<file path="config.mk">
export PLATFORM = sky130hd
export DESIGN_NAME = evt_irq_regs
export DESIGN_NICKNAME = d
export VERILOG_FILES = /design/src/rtl/irqb_pkg.sv /design/src/rtl/irqb_decode.sv /design/src/rtl/irqb_pending.sv /design/src/rtl/irqb_mask.sv /design/src/rtl/evt_irq_regs.sv
export SDC_FILE = /design/constraint.sdc
export NUM_CORES = 1
export LEC_CHECK = 0
export BUFFER_PORTS_ARGS = -buffer_cell sky130_fd_sc_hd__buf_2
export CORE_ASPECT_RATIO = 1.4
export CORE_MARGIN = 4
export CORE_UTILIZATION = 43
export DETAILED_ROUTE_END_ITERATION = 8
export PLACE_DENSITY = 0.8
export RECOVER_POWER = 50
export SETUP_SLACK_MARGIN = 0.02
export SKIP_LAST_GASP = 1
export SYNTH_ARGS = -nofsm -noshare
export SYNTH_HDL_FRONTEND = slang
export SYNTH_HIERARCHICAL = 1
export SYNTH_SLANG_ARGS = --single-unit
</file>
<file path="constraint.sdc">
create_clock -name clk -period 2.6 [get_ports clk]
set_input_delay 0.39 -clock clk [delete_from_list [all_inputs] [get_ports clk]]
set_output_delay 0.39 -clock clk [all_outputs]
set_load 0.01 [all_outputs]
</file>
<file path="src/rtl/irqb_pkg.sv">
package irqb_pkg;

    localparam int IRQB_NSRC   = 10;
    localparam int IRQB_ADDR_W = 8;
    localparam int IRQB_DATA_W = 32;

    // Bit 8 is not implemented.
    localparam logic [IRQB_NSRC-1:0] IRQB_IMPL = 10'b10_1111_1111;

    localparam logic [IRQB_ADDR_W-1:0] OFS_PEND   = 8'h10;
    localparam logic [IRQB_ADDR_W-1:0] OFS_MASKRB = 8'h20;
    localparam logic [IRQB_ADDR_W-1:0] OFS_ENA    = 8'h24;
    localparam logic [IRQB_ADDR_W-1:0] OFS_DIS    = 8'h28;

    typedef enum logic [1:0] {
        RSEL_NONE = 2'd0,
        RSEL_PEND = 2'd1,
        RSEL_MASK = 2'd2
    } rsel_e;

    typedef struct packed {
        logic clr;  // acknowledge pending bits
        logic ena;  // clear mask bits
        logic dis;  // set mask bits
    } wstrb_t;

    function automatic logic any_set(input logic [IRQB_NSRC-1:0] v);
        return |v;
    endfunction

endpackage

</file>
<file path="src/rtl/irqb_decode.sv">
module irqb_decode
    import irqb_pkg::*;
#(
    parameter int ADDR_W = IRQB_ADDR_W,
    parameter logic [ADDR_W-1:0] A_PEND   = OFS_PEND,
    parameter logic [ADDR_W-1:0] A_MASKRB = OFS_MASKRB,
    parameter logic [ADDR_W-1:0] A_ENA    = OFS_ENA,
    parameter logic [ADDR_W-1:0] A_DIS    = OFS_DIS
) (
    input  logic              clk,
    input  logic              rst,
    input  logic              wr,
    input  logic              rd,
    input  logic [ADDR_W-1:0] addr,
    output wstrb_t            wstrb,
    output rsel_e             rsel
);

    always_comb begin
        wstrb = '0;
        if (wr) begin
            wstrb.clr = (addr == A_PEND);
            wstrb.ena = (addr == A_ENA);
            wstrb.dis = (addr == A_DIS);
        end
    end

    always_comb begin
        rsel = RSEL_NONE;
        if (rd) begin
            if (addr == A_PEND)
                rsel = RSEL_PEND;
            else if (addr == A_MASKRB)
                rsel = RSEL_MASK;
        end
    end

    // at most one register is written in any cycle
    p_one_strobe_r10: assert property (@(posedge clk) disable iff (rst)
        $onehot0({wstrb.clr, wstrb.ena, wstrb.dis}));

endmodule

</file>
<file path="src/rtl/irqb_pending.sv">
module irqb_pending
    import irqb_pkg::*;
#(
    parameter int NSRC = IRQB_NSRC,
    parameter logic [NSRC-1:0] IMPL = IRQB_IMPL
) (
    input  logic            clk,
    input  logic            rst,
    input  logic [NSRC-1:0] evt,
    input  logic            clr_we,
    input  logic [NSRC-1:0] clr_bits,
    output logic [NSRC-1:0] pend
);

    for (genvar i = 0; i < NSRC; i++) begin : g_bit
        if (IMPL[i]) begin : g_impl
            logic q;
            always_ff @(posedge clk) begin
                if (rst)
                    q <= 1'b0;
                else if (evt[i])
                    q <= 1'b1;          // event beats a same-cycle clear
                else if (clr_we && clr_bits[i])
                    q <= 1'b0;
            end
            assign pend[i] = q;

            p_evt_sets_r2: assert property (@(posedge clk) disable iff (rst)
                evt[i] |=> pend[i]);
            p_sticky_r2: assert property (@(posedge clk) disable iff (rst)
                (!evt[i] && !(clr_we && clr_bits[i])) |=> $stable(pend[i]));
            p_w1c_r3: assert property (@(posedge clk) disable iff (rst)
                (clr_we && clr_bits[i] && !evt[i]) |=> !pend[i]);
            p_evt_wins_r4: assert property (@(posedge clk) disable iff (rst)
                (clr_we && clr_bits[i] && evt[i]) |=> pend[i]);
        end else begin : g_tie
            assign pend[i] = 1'b0;
        end
    end

endmodule

</file>
<file path="src/rtl/irqb_mask.sv">
module irqb_mask
    import irqb_pkg::*;
#(
    parameter int NSRC = IRQB_NSRC,
    parameter logic [NSRC-1:0] IMPL = IRQB_IMPL
) (
    input  logic            clk,
    input  logic            rst,
    input  logic            ena_we,
    input  logic            dis_we,
    input  logic [NSRC-1:0] bits,
    output logic [NSRC-1:0] mask
);

    for (genvar i = 0; i < NSRC; i++) begin : g_bit
        if (IMPL[i]) begin : g_impl
            logic q;
            always_ff @(posedge clk) begin
                if (rst)
                    q <= 1'b1;
                else if (ena_we && bits[i])
                    q <= 1'b0;
                else if (dis_we && bits[i])
                    q <= 1'b1;
            end
            assign mask[i] = q;

            p_enable_r5: assert property (@(posedge clk) disable iff (rst)
                (ena_we && bits[i]) |=> !mask[i]);
            p_disable_r6: assert property (@(posedge clk) disable iff (rst)
                (dis_we && bits[i] && !ena_we) |=> mask[i]);
            p_hold_r5: assert property (@(posedge clk) disable iff (rst)
                !((ena_we || dis_we) && bits[i]) |=> $stable(mask[i]));
        end else begin : g_tie
            assign mask[i] = 1'b0;
        end
    end

endmodule

</file>
<file path="src/rtl/evt_irq_regs.sv">
module evt_irq_regs
    import irqb_pkg::*;
#(
    parameter int NSRC   = IRQB_NSRC,
    parameter int ADDR_W = IRQB_ADDR_W,
    parameter int DATA_W = IRQB_DATA_W,
    parameter logic [NSRC-1:0] IMPL = IRQB_IMPL
) (
    input  logic              clk,
    input  logic              rst,
    input  logic              bus_wr,
    input  logic              bus_rd,
    input  logic [ADDR_W-1:0] bus_addr,
    input  logic [DATA_W-1:0] bus_wdata,
    output logic [DATA_W-1:0] bus_rdata,
    input  logic [NSRC-1:0]   evt_pulse,
    output logic              irq
);

    localparam logic [DATA_W-1:0] RD_KEEP = DATA_W'(IMPL);

    wstrb_t          wstrb;
    rsel_e           rsel;
    logic [NSRC-1:0] pend;
    logic [NSRC-1:0] mask;
    logic [NSRC-1:0] wbits;
    logic            unused_wdata_hi;

    assign wbits           = bus_wdata[NSRC-1:0];
    assign unused_wdata_hi = ^bus_wdata[DATA_W-1:NSRC];

    irqb_decode #(.ADDR_W(ADDR_W)) u_dec (
        .clk   (clk),
        .rst   (rst),
        .wr    (bus_wr),
        .rd    (bus_rd),
        .addr  (bus_addr),
        .wstrb (wstrb),
        .rsel  (rsel)
    );

    irqb_pending #(.NSRC(NSRC), .IMPL(IMPL)) u_pend (
        .clk      (clk),
        .rst      (rst),
        .evt      (evt_pulse),
        .clr_we   (wstrb.clr),
        .clr_bits (wbits),
        .pend     (pend)
    );

    irqb_mask #(.NSRC(NSRC), .IMPL(IMPL)) u_mask (
        .clk    (clk),
        .rst    (rst),
        .ena_we (wstrb.ena),
        .dis_we (wstrb.dis),
        .bits   (wbits),
        .mask   (mask)
    );

    always_comb begin
        unique case (rsel)
            RSEL_PEND: bus_rdata = DATA_W'(pend);
            RSEL_MASK: bus_rdata = DATA_W'(mask);
            default:   bus_rdata = '0;
        endcase
    end

    assign irq = any_set(pend & ~mask);

    // with every source masked the request stays low
    p_masked_quiet_r7: assert property (@(posedge clk) disable iff (rst)
        (mask == IMPL) |-> !irq);
    // a request needs at least one pending bit
    p_needs_pend_r7: assert property (@(posedge clk) disable iff (rst)
        irq |-> (pend != '0));

    // unimplemented bits never show on the read bus
    always_comb begin
        if (!rst)
            p_unused_zero_r8: assert ((bus_rdata & ~RD_KEEP) == '0);
    end

endmodule

</file>
==> results of run 1 <==
-- worst max-delay path by stage --
stage	startpoint	endpoint	slack, ps	depth (start not counted)
floorplan	bus_addr[5]	bus_rdata[0]	320	6
global placement	bus_addr[5]	bus_rdata[2]	40	8
detailed placement	bus_addr[1]	bus_rdata[2]	60	7
CTS	bus_addr[1]	bus_rdata[2]	60	7
global route	bus_addr[1]	bus_rdata[2]	30	9
finish	bus_addr[1]	bus_rdata[2]	150	9
-- power by group --
group	internal (mW)	leakage [nW]	switching, mW	total [mW]
Sequential	0.286	0.148	0.00786	0.294
Combinational	0.0316	0.442	0.0511	0.0827
Clock	0.103	0.0216	0.0836	0.186
Total	0.421	0.612	0.143	0.563
-- placed cells by master, fill, tap and decap left out, types with 3 or more instances in the layout --
cell type,n
a22oi_1,10
inv_1,19
o22ai_1,3
conb_1,24
buf_2,39
a311oi_2,6
a311oi_1,3
nand2b_1,3
nor2_1,19
clkbuf_8,3
a211oi_1,8
dfxtp_1,18
a31oi_1,9
-- worst reg2reg max path, stage by stage (launching register included) --
cell,delay (ps)
dfxtp_1,360
nor2_1,60
a311oi_1,210
-- state kept, by name (all words and copies together) (netlist names) --
signal	cells
u_pend/g_bit.g_impl.q	9
u_mask/g_bit.g_impl.q	9
-- layout make-up --
class,count,area (sq um),area share
flip-flops and latches,18,360,0.256
clock buffers,3,41.3,0.0293
multi-input cells,99,647,0.459
repair buffers,43,230,0.163
well taps,39,48.8,0.0346
inverters,21,81.3,0.0577
-- through the flow --
stage / hold WS [ps] / instances / util / cell area, sq um / power (mW)
2_1_floorplan: 494 / 188 / - / 1490 / 0.391
3_3_place_gp: 522 / 220 / 0.449 / 1400 / 0.384
3_5_place_dp: 529 / 220 / 0.449 / 1400 / 0.387
4_1_cts: 368 / 223 / 0.462 / 1440 / 0.575
5_1_grt: 373 / 223 / 0.451 / 1410 / 0.592
6_report: 371 / 223 / 0.451 / 1410 / 0.563
-- cell families after synthesis --
family / count (synthesis) / share of synthesized area
fa+ha+maj: 2 / 0.0178
other cells: 3 / 0.00799
compound gates: 41 / 0.264
buf+inv: 71 / 0.326
simple gates: 32 / 0.129
flops: 18 / 0.256
-- routing by layer --
layer,part of all wire,global-route usage,vias to the layer above
li1,-,-,553
met1,0.39,0.139,501
met2,0.53,0.248,38
met3,0.066,0.0220,4
met4,0.015,0.0660,0
met5,0,0,-
-- what timing repair did --
item	in CTS	in global routing
hold buffers	0	0
endpoints found under the setup margin	0	9
setup buffers	0	0
resized for setup	0	3
==> results.toml, run 1 <==
[outcome]
outcome = "finished, final reports clean"

[route]
vias_per_cell = 4.91
drc = 0
wl_um = 2720
antenna_left = 0
drtIter0Drc = 25
avgRoutedWirePerCell_um = 12.2
via_count = 1096
dr.pass1.iters = 4

[yosys]
seq_area_frac_synth = 0.256
synth_ff_type = "dfxtp_1"
synthTopCellsByCount = "buf_4, inv_1, nor2_1, dfxtp_1, a22oi_1"
yosys_warnings = 6
syn_area_sq_um = 1410
synth_area_leader_cell = "dfxtp_1"
avgSynthCellArea_sq_um = 8.44
synth-edff-count = 0
synth.most_common_cell = "buf_4"
synthArstFlopShare = 0
ys_types = 27
yosysTopAreaCellShare = 0.256
ys_ff_latch = 18
synth.area.top_cells = "dfxtp_1, buf_4, a311oi_2"
synth_cells = 167

[layout]
nets = 242
drive_above_1_share = 0.310
antennaDiodeCount = 0
area_growth_pct = -0.0000710
fillCellCount = 336

[hold_path]
hp-class = "input port to flop"
hp-start = "bus_wdata[7]"
hold_end = "u_pend/g_bit[7].g_impl.q$_SDFFE_PP0P_"
worstHoldPathCells = 2

[floorplan]
core-area_sq_um = 3120
fp.dieH_um = 75.7
start_util = 0.451
ios = 87
die-area_sq_um = 4270
rows = 24
die_w_um = 56.4

[cts]
clkLatencyLatePin_ps = 250
cts_tree = "built"
clk_pin_slew_ps = 60
numCtsBuffers = 3
cts_root_buf = "clkbuf_8"
clock_path_buffers = 2
cts_sinks = 18
h-tree-depth = 1

[critical_path]
crit_path_start_kind = "input port"
crit_chain = "buf_2 -> or4_1 -> nor3_2 -> inv_1 -> ha_1 -> buf_12 -> a22oi_1 -> nor2_1 -> buf_2"
rr_startpoint = "u_pend/g_bit[5].g_impl.q$_SDFFE_PP0P_"
cp_common_cell = "buf_2"
cp.required_ps = 2210
cp.arrival_ps = 2060
r2r_slack_ps = 1870
criticalPathCategory = "input port to output pin"
end_kind = "output pin"
path_buf_inv = 4
cp_slowest_stage_delay_ps = 570
critPathMaxFanout = 10
r2r-end = "u_pend/g_bit[5].g_impl.q$_SDFFE_PP0P_"
r2r_cells = 2
cp_slowest_cell = "or4_1"
critPathTopFamily = "simple AND/OR/NAND/NOR gates"

[timing]
tns_ps = 0
worstMarginPinSlew_ps = 590
fin_crit_sh = 0.941
slew_violations = 0
fin_crit_ps = 2450
rsz0062_at_grt = "false"
setup_viol = 0
clock_skew_ps = 0
worst_slack_ps = 154
slew_headroom = 0.607
max_freq_mhz = 409
hold_viol_final = 0

[global_routing]
antenna_found_initial = 0
grt_use_total = 0.130
overflow = 0
grt_pass1_wl_um = 4380
grt_max_degree = 20
grt_pass1_vias = 1035

[pwr]
leakagePower_nw = 0.612
powerDensity_nw_per_um2 = 400
peakVddDrop_uv = 273

[run]
max_cap_violations = 0

[place]
dpl_worst_slack_ps = 62.4
place_hpwl_um = 2220
io_buffers = 39
gp_congestion = 0.730
Power figures use the tool's default switching activity.
==> run 2, diff against run 1 <==
Settings changed: ABC_AREA from default to 1, CORE_ASPECT_RATIO 1.4 to default, CORE_UTILIZATION 43 to 44, PLACE_DENSITY 0.8 to 0.81.
==> results.toml, run 2 <==
[layout]
nets = 317
final_common_cell = "nand2_1"
fin_area_sq_um = 1440
area_growth_pct = -1.80
reg_top3 = "u_mask/g_bit.g_impl.q x9, u_pend/g_bit.g_impl.q x9"
fillCellCount = 346
layout_common_cells = "nand2_1, buf_2, inv_1"
drive_above_1_share = 0.170
antennaDiodeCount = 0

[cts]
cts_root_buf = "clkbuf_4"
post_cts_buffers = 0
cts_tree = "built"
clkLatencyLatePin_ps = 280
numCtsBuffers = 3
hold_buffers = 0
ctsResizeCount = 0
clock_path_buffers = 2
clk_pin_slew_ps = 100
cts_sinks = 18
h-tree-depth = 1

[hold_path]
hp-class = "input port to flop"

[critical_path]
cp.required_ps = 2210
criticalPathCategory = "input port to output pin"
crit_path_start_kind = "input port"
end_kind = "output pin"
cp.arrival_ps = 1760
critPathMaxFanout = 10

[global_routing]
grt_pass1_wl_um = 4560
grt_pass1_vias = 1103
antenna_found_initial = 0
grt_use_total = 0.134
grt_max_degree = 11
overflow = 0

[place]
io_buffers = 39
gp_congestion = 0.760
dpl_worst_slack_ps = 449
placed_area_sq_um = 1420
place_hpwl_um = 2190

[route]
drtIter0Drc = 25
vias_per_cell = 4.16
dr.pass1.iters = 5
antenna_left = 0
avgRoutedWirePerCell_um = 9.18
via_count = 1261
wl_um = 2780
drc = 0

[yosys]
synth.most_common_cell = "nand2_1"
synth_cells = 245
synth-edff-count = 0
syn_area_sq_um = 1460
ys_ff_latch = 18
ys_types = 16
synth_ff_type = "dfxtp_1"
seq_area_frac_synth = 0.247
synth.area.top_cells = "nand2_1, dfxtp_1, buf_4"
yosys_warnings = 6
synth_area_leader_cell = "nand2_1"
avgSynthCellArea_sq_um = 5.96
yosysTopAreaCellShare = 0.257
synthTopCellsByCount = "nand2_1, buf_4, inv_1, a21oi_1, dfxtp_1"
synthArstFlopShare = 0

[floorplan]
rows = 20
ios = 87
start_util = 0.471
core-area_sq_um = 3100
die_w_um = 65.6
die-area_sq_um = 4310
fp.dieH_um = 65.6

[outcome]
outcome = "finished, final reports clean"

[timing]
rsz0062_at_grt = "false"
clock_skew_ps = 0
max_freq_mhz = 465
tns_ps = 0
setup_viol = 0
worst_slack_ps = 450
fin_crit_sh = 0.827
worstMarginPinSlew_ps = 675
slew_headroom = 0.548
fin_crit_ps = 2150
hold_viol_final = 0
timing.hold.ws_ps = 328
slew_violations = 0

[pwr]
peakVddDrop_uv = 259
leakagePower_nw = 0.867
powerDensity_nw_per_um2 = 347
power.total_uw = 498

[run]
max_cap_violations = 0
[run 2: changes by cell type after synthesis, moves of 3 or more]
cell,previous run,this run
a211oi_1,7,0
a21oi_1,0,18
a22oi_1,10,0
a311oi_2,9,0
a31oi_1,9,0
inv_1,19,34
nand2_1,0,100
nand2b_1,3,0
nand3_1,0,5
nor2_1,19,11
o22ai_1,3,0
[run 2: power by group]
group          internal (mW)  total [mW]  leakage [nW]  switching (mW)
clock network         0.0538       0.135        0.0138          0.0813
logic                 0.0257      0.0692         0.704          0.0435
registers              0.286       0.294         0.148         0.00793
total                  0.365       0.498         0.867           0.133
[run 2: layout make-up]
class / count / area (sq um) / area share
inverters: 35 / 131 / 0.0915
flip-flops and latches: 18 / 360 / 0.251
well taps: 44 / 55.1 / 0.0384
multi-input cells: 164 / 671 / 0.467
repair buffers: 39 / 195 / 0.136
clock buffers: 3 / 22.5 / 0.0157
[run 2: path summary, 6_finish.rpt]
kind,from,endpoint,slack [ps],cells after the start
hold / removal,evt_pulse[6],u_pend/g_bit[6].g_impl.q$_SDFFE_PP0P_,330,3
setup reg to reg,u_mask/g_bit[2].g_impl.q$_SDFFE_PP1P_,u_mask/g_bit[2].g_impl.q$_SDFFE_PP1P_,1960,4
setup / recovery,bus_addr[7],bus_rdata[4],450,8
hold reg to reg,u_pend/g_bit[9].g_impl.q$_SDFFE_PP0P_,u_pend/g_bit[9].g_impl.q$_SDFFE_PP0P_,480,2
[run 2: logic make-up (layout without fill, tap and decap cells)]
family / after synthesis / count (layout) / synth area share
other: 3 / 24 / 0.00770
DFF: 18 / 18 / 0.247
buffers and inverters: 84 / 77 / 0.347
adders and majority gates: 2 / 2 / 0.0171
and+or+nand+nor: 118 / 118 / 0.311
AOI/OAI and AO/OA: 20 / 20 / 0.0711
[run 2: critical path, cell delays in order]
cell	delay, ps
buf_2	90
nor2_1	190
nand2_1	80
nor2_1	150
inv_1	60
ha_1	430
a21oi_1	210
buf_2	160
[run 2: per-layer routing]
metal | track usage | up-vias | part of all wire | wire (um)
met3 | 0.0137 | 4 | 0.087 | 243
met4 | 0.0466 | 0 | 0.0097 | 27
met1 | 0.165 | 521 | 0.43 | 1180
met2 | 0.239 | 52 | 0.48 | 1330
li1 | - | 684 | - | -
met5 | 0 | - | 0 | 0
[run 2: stage by stage]
stage / util / instances
after global routing: 0.463 / 303
after CTS: 0.463 / 303
final: 0.463 / 303
after floorplan: - / 266
after detailed placement: 0.456 / 300
after global placement: 0.456 / 300
==> run 3, diff against run 2 <==
Clock period 2.6 ns to 2.2 ns, I/O delays scaled along.
==> results.toml, run 3 (synthesis results as in run 2) <==
[pwr]
power.total_uw = 631
power.share.clock = 0.318
p_int_uw = 469
leakagePower_nw = 0.880
peakVddDrop_uv = 529
power.switching_uw = 162
swShare = 0.257
powerDensity_nw_per_um2 = 430
seqPwrFrac = 0.550
comb_power_share = 0.132

[floorplan]
die-area_sq_um = 4310
rows = 20
die_w_um = 65.6
ios = 87
fp.dieH_um = 65.6
core-area_sq_um = 3100
start_util = 0.471

[critical_path]
cp_slowest_stage_delay_ps = 410
critPathMaxFanout = 10
rr_startpoint = "u_mask/g_bit[2].g_impl.q$_SDFFE_PP1P_"
r2r-end = "u_mask/g_bit[2].g_impl.q$_SDFFE_PP1P_"
critPathTopFamily = "simple AND/OR/NAND/NOR gates"
cp_slowest_cell = "ha_1"
r2r_cells = 4
crit_path_start_kind = "input port"
r2r_slack_ps = 1570
path_buf_inv = 2
cp.required_ps = 1870
criticalPathCategory = "input port to output pin"
cp.arrival_ps = 1700
crit_chain = "buf_2 -> nor2_1 -> nand3_1 -> nor2_1 -> ha_1 -> nand2_1 -> a21oi_1 -> buf_2"
end_kind = "output pin"

[timing]
slew_violations = 0
rsz0062_at_grt = "false"
setup_viol = 0
timing.hold.ws_ps = 261
hold_viol_final = 0
clock_skew_ps = 0
max_freq_mhz = 492
fin_crit_sh = 0.925
tns_ps = 0
fin_crit_ps = 2030

[global_routing]
grt_use_total = 0.139
antenna_found_initial = 0
overflow = 0
grt_max_degree = 11
grt_pass1_wl_um = 4710
grt_pass1_vias = 1078

[cts]
cts_tree = "built"
numCtsBuffers = 3
clk_pin_slew_ps = 100
cts_sinks = 18
clkLatencyLatePin_ps = 290
clock_path_buffers = 2
h-tree-depth = 1
post_cts_buffers = 0
cts_root_buf = "clkbuf_4"

[layout]
layout_common_cells = "nand2_1, buf_2, inv_1"
reg_top3 = "u_mask/g_bit.g_impl.q x9, u_pend/g_bit.g_impl.q x9"
antennaDiodeCount = 0
final_common_cell = "nand2_1"
drive_above_1_share = 0.183
fillCellCount = 350
nets = 320
area_growth_pct = 0.514
final_cell_count_no_fill = 307

[place]
dp.cells = 303
gp_congestion = 0.780
place_hpwl_um = 2240
io_buffers = 39

[hold_path]
hp-start = "evt_pulse[3]"
hp-class = "input port to flop"
worstHoldPathCells = 3
hold_end = "u_pend/g_bit[3].g_impl.q$_SDFFE_PP0P_"

[route]
dr.pass1.iters = 4
avgRoutedWirePerCell_um = 9.47
drtIter0Drc = 35
m1WireLength_um = 1240
vias_per_cell = 4.22
drc = 0
antenna_left = 0
met2_length_um = 1370
via_count = 1297
top_layer = "met4"
wl_um = 2910
wl_met3_um = 250

[run]
max_cap_violations = 0

[outcome]
outcome = "finished, final reports clean"
==> run 3: layout make-up <==
class                           instances  area [sq um]  area share
Clock buffer                            4          36.3      0.0247
Inverter                               35           131      0.0894
Multi-Input combinational cell        164           676       0.460
Sequential cell                        18           360       0.245
Tap cell                               44          55.1      0.0375
Timing Repair Buffer                   42           210       0.143
==> run 3: how the worst max path moves through the flow <==
stage / from / endpoint / slack [ps] / cells past startpoint
after floorplan: bus_addr[1] / bus_rdata[0] / 470 / 7
after global placement: bus_addr[1] / bus_rdata[3] / 190 / 8
after detailed placement: bus_addr[1] / bus_rdata[4] / 160 / 8
after CTS: bus_addr[1] / bus_rdata[4] / 160 / 8
after global routing: bus_addr[1] / bus_rdata[7] / 30 / 8
final: bus_addr[1] / bus_rdata[5] / 170 / 8
==> run 3: repair_timing <==
action                     4_1_cts  5_1_grt
hold endpoints to repair         0        0
hold buffers                     0        0
setup endpoints to repair        0        2
resized for setup                0        1
==> run 3: power groups by stage <==
stage                     clock network [mW]  registers [mW]  logic [mW]
after floorplan                            0           0.350      0.0948
after global placement                     0           0.354      0.0808
after detailed placement                   0           0.355      0.0821
after CTS                              0.210           0.347      0.0825
after global routing                   0.232           0.350      0.0961
final                                  0.201           0.347      0.0831
==> run 3: stage by stage <==
step                      setup WS, ps  instance area [sq um]   util
final                              166                   1470  0.473
after global routing              29.9                   1470  0.473
after CTS                          156                   1470  0.475
after detailed placement           155                   1440  0.463
after global placement             194                   1440  0.463
after floorplan                    465                   1540      -
==> run 3: worst reg2reg max path, delay by kind of cell (launching register included) <==
kind,cells,cell delay [ps]
flops,1,340
simple gates,3,150
buf+inv,1,50
==> run 3: metal layers <==
layer,global-route usage,up-vias
met5,0,-
met3,0.0222,4
li1,-,690
met2,0.224,52
met1,0.182,551
met4,0.0596,0
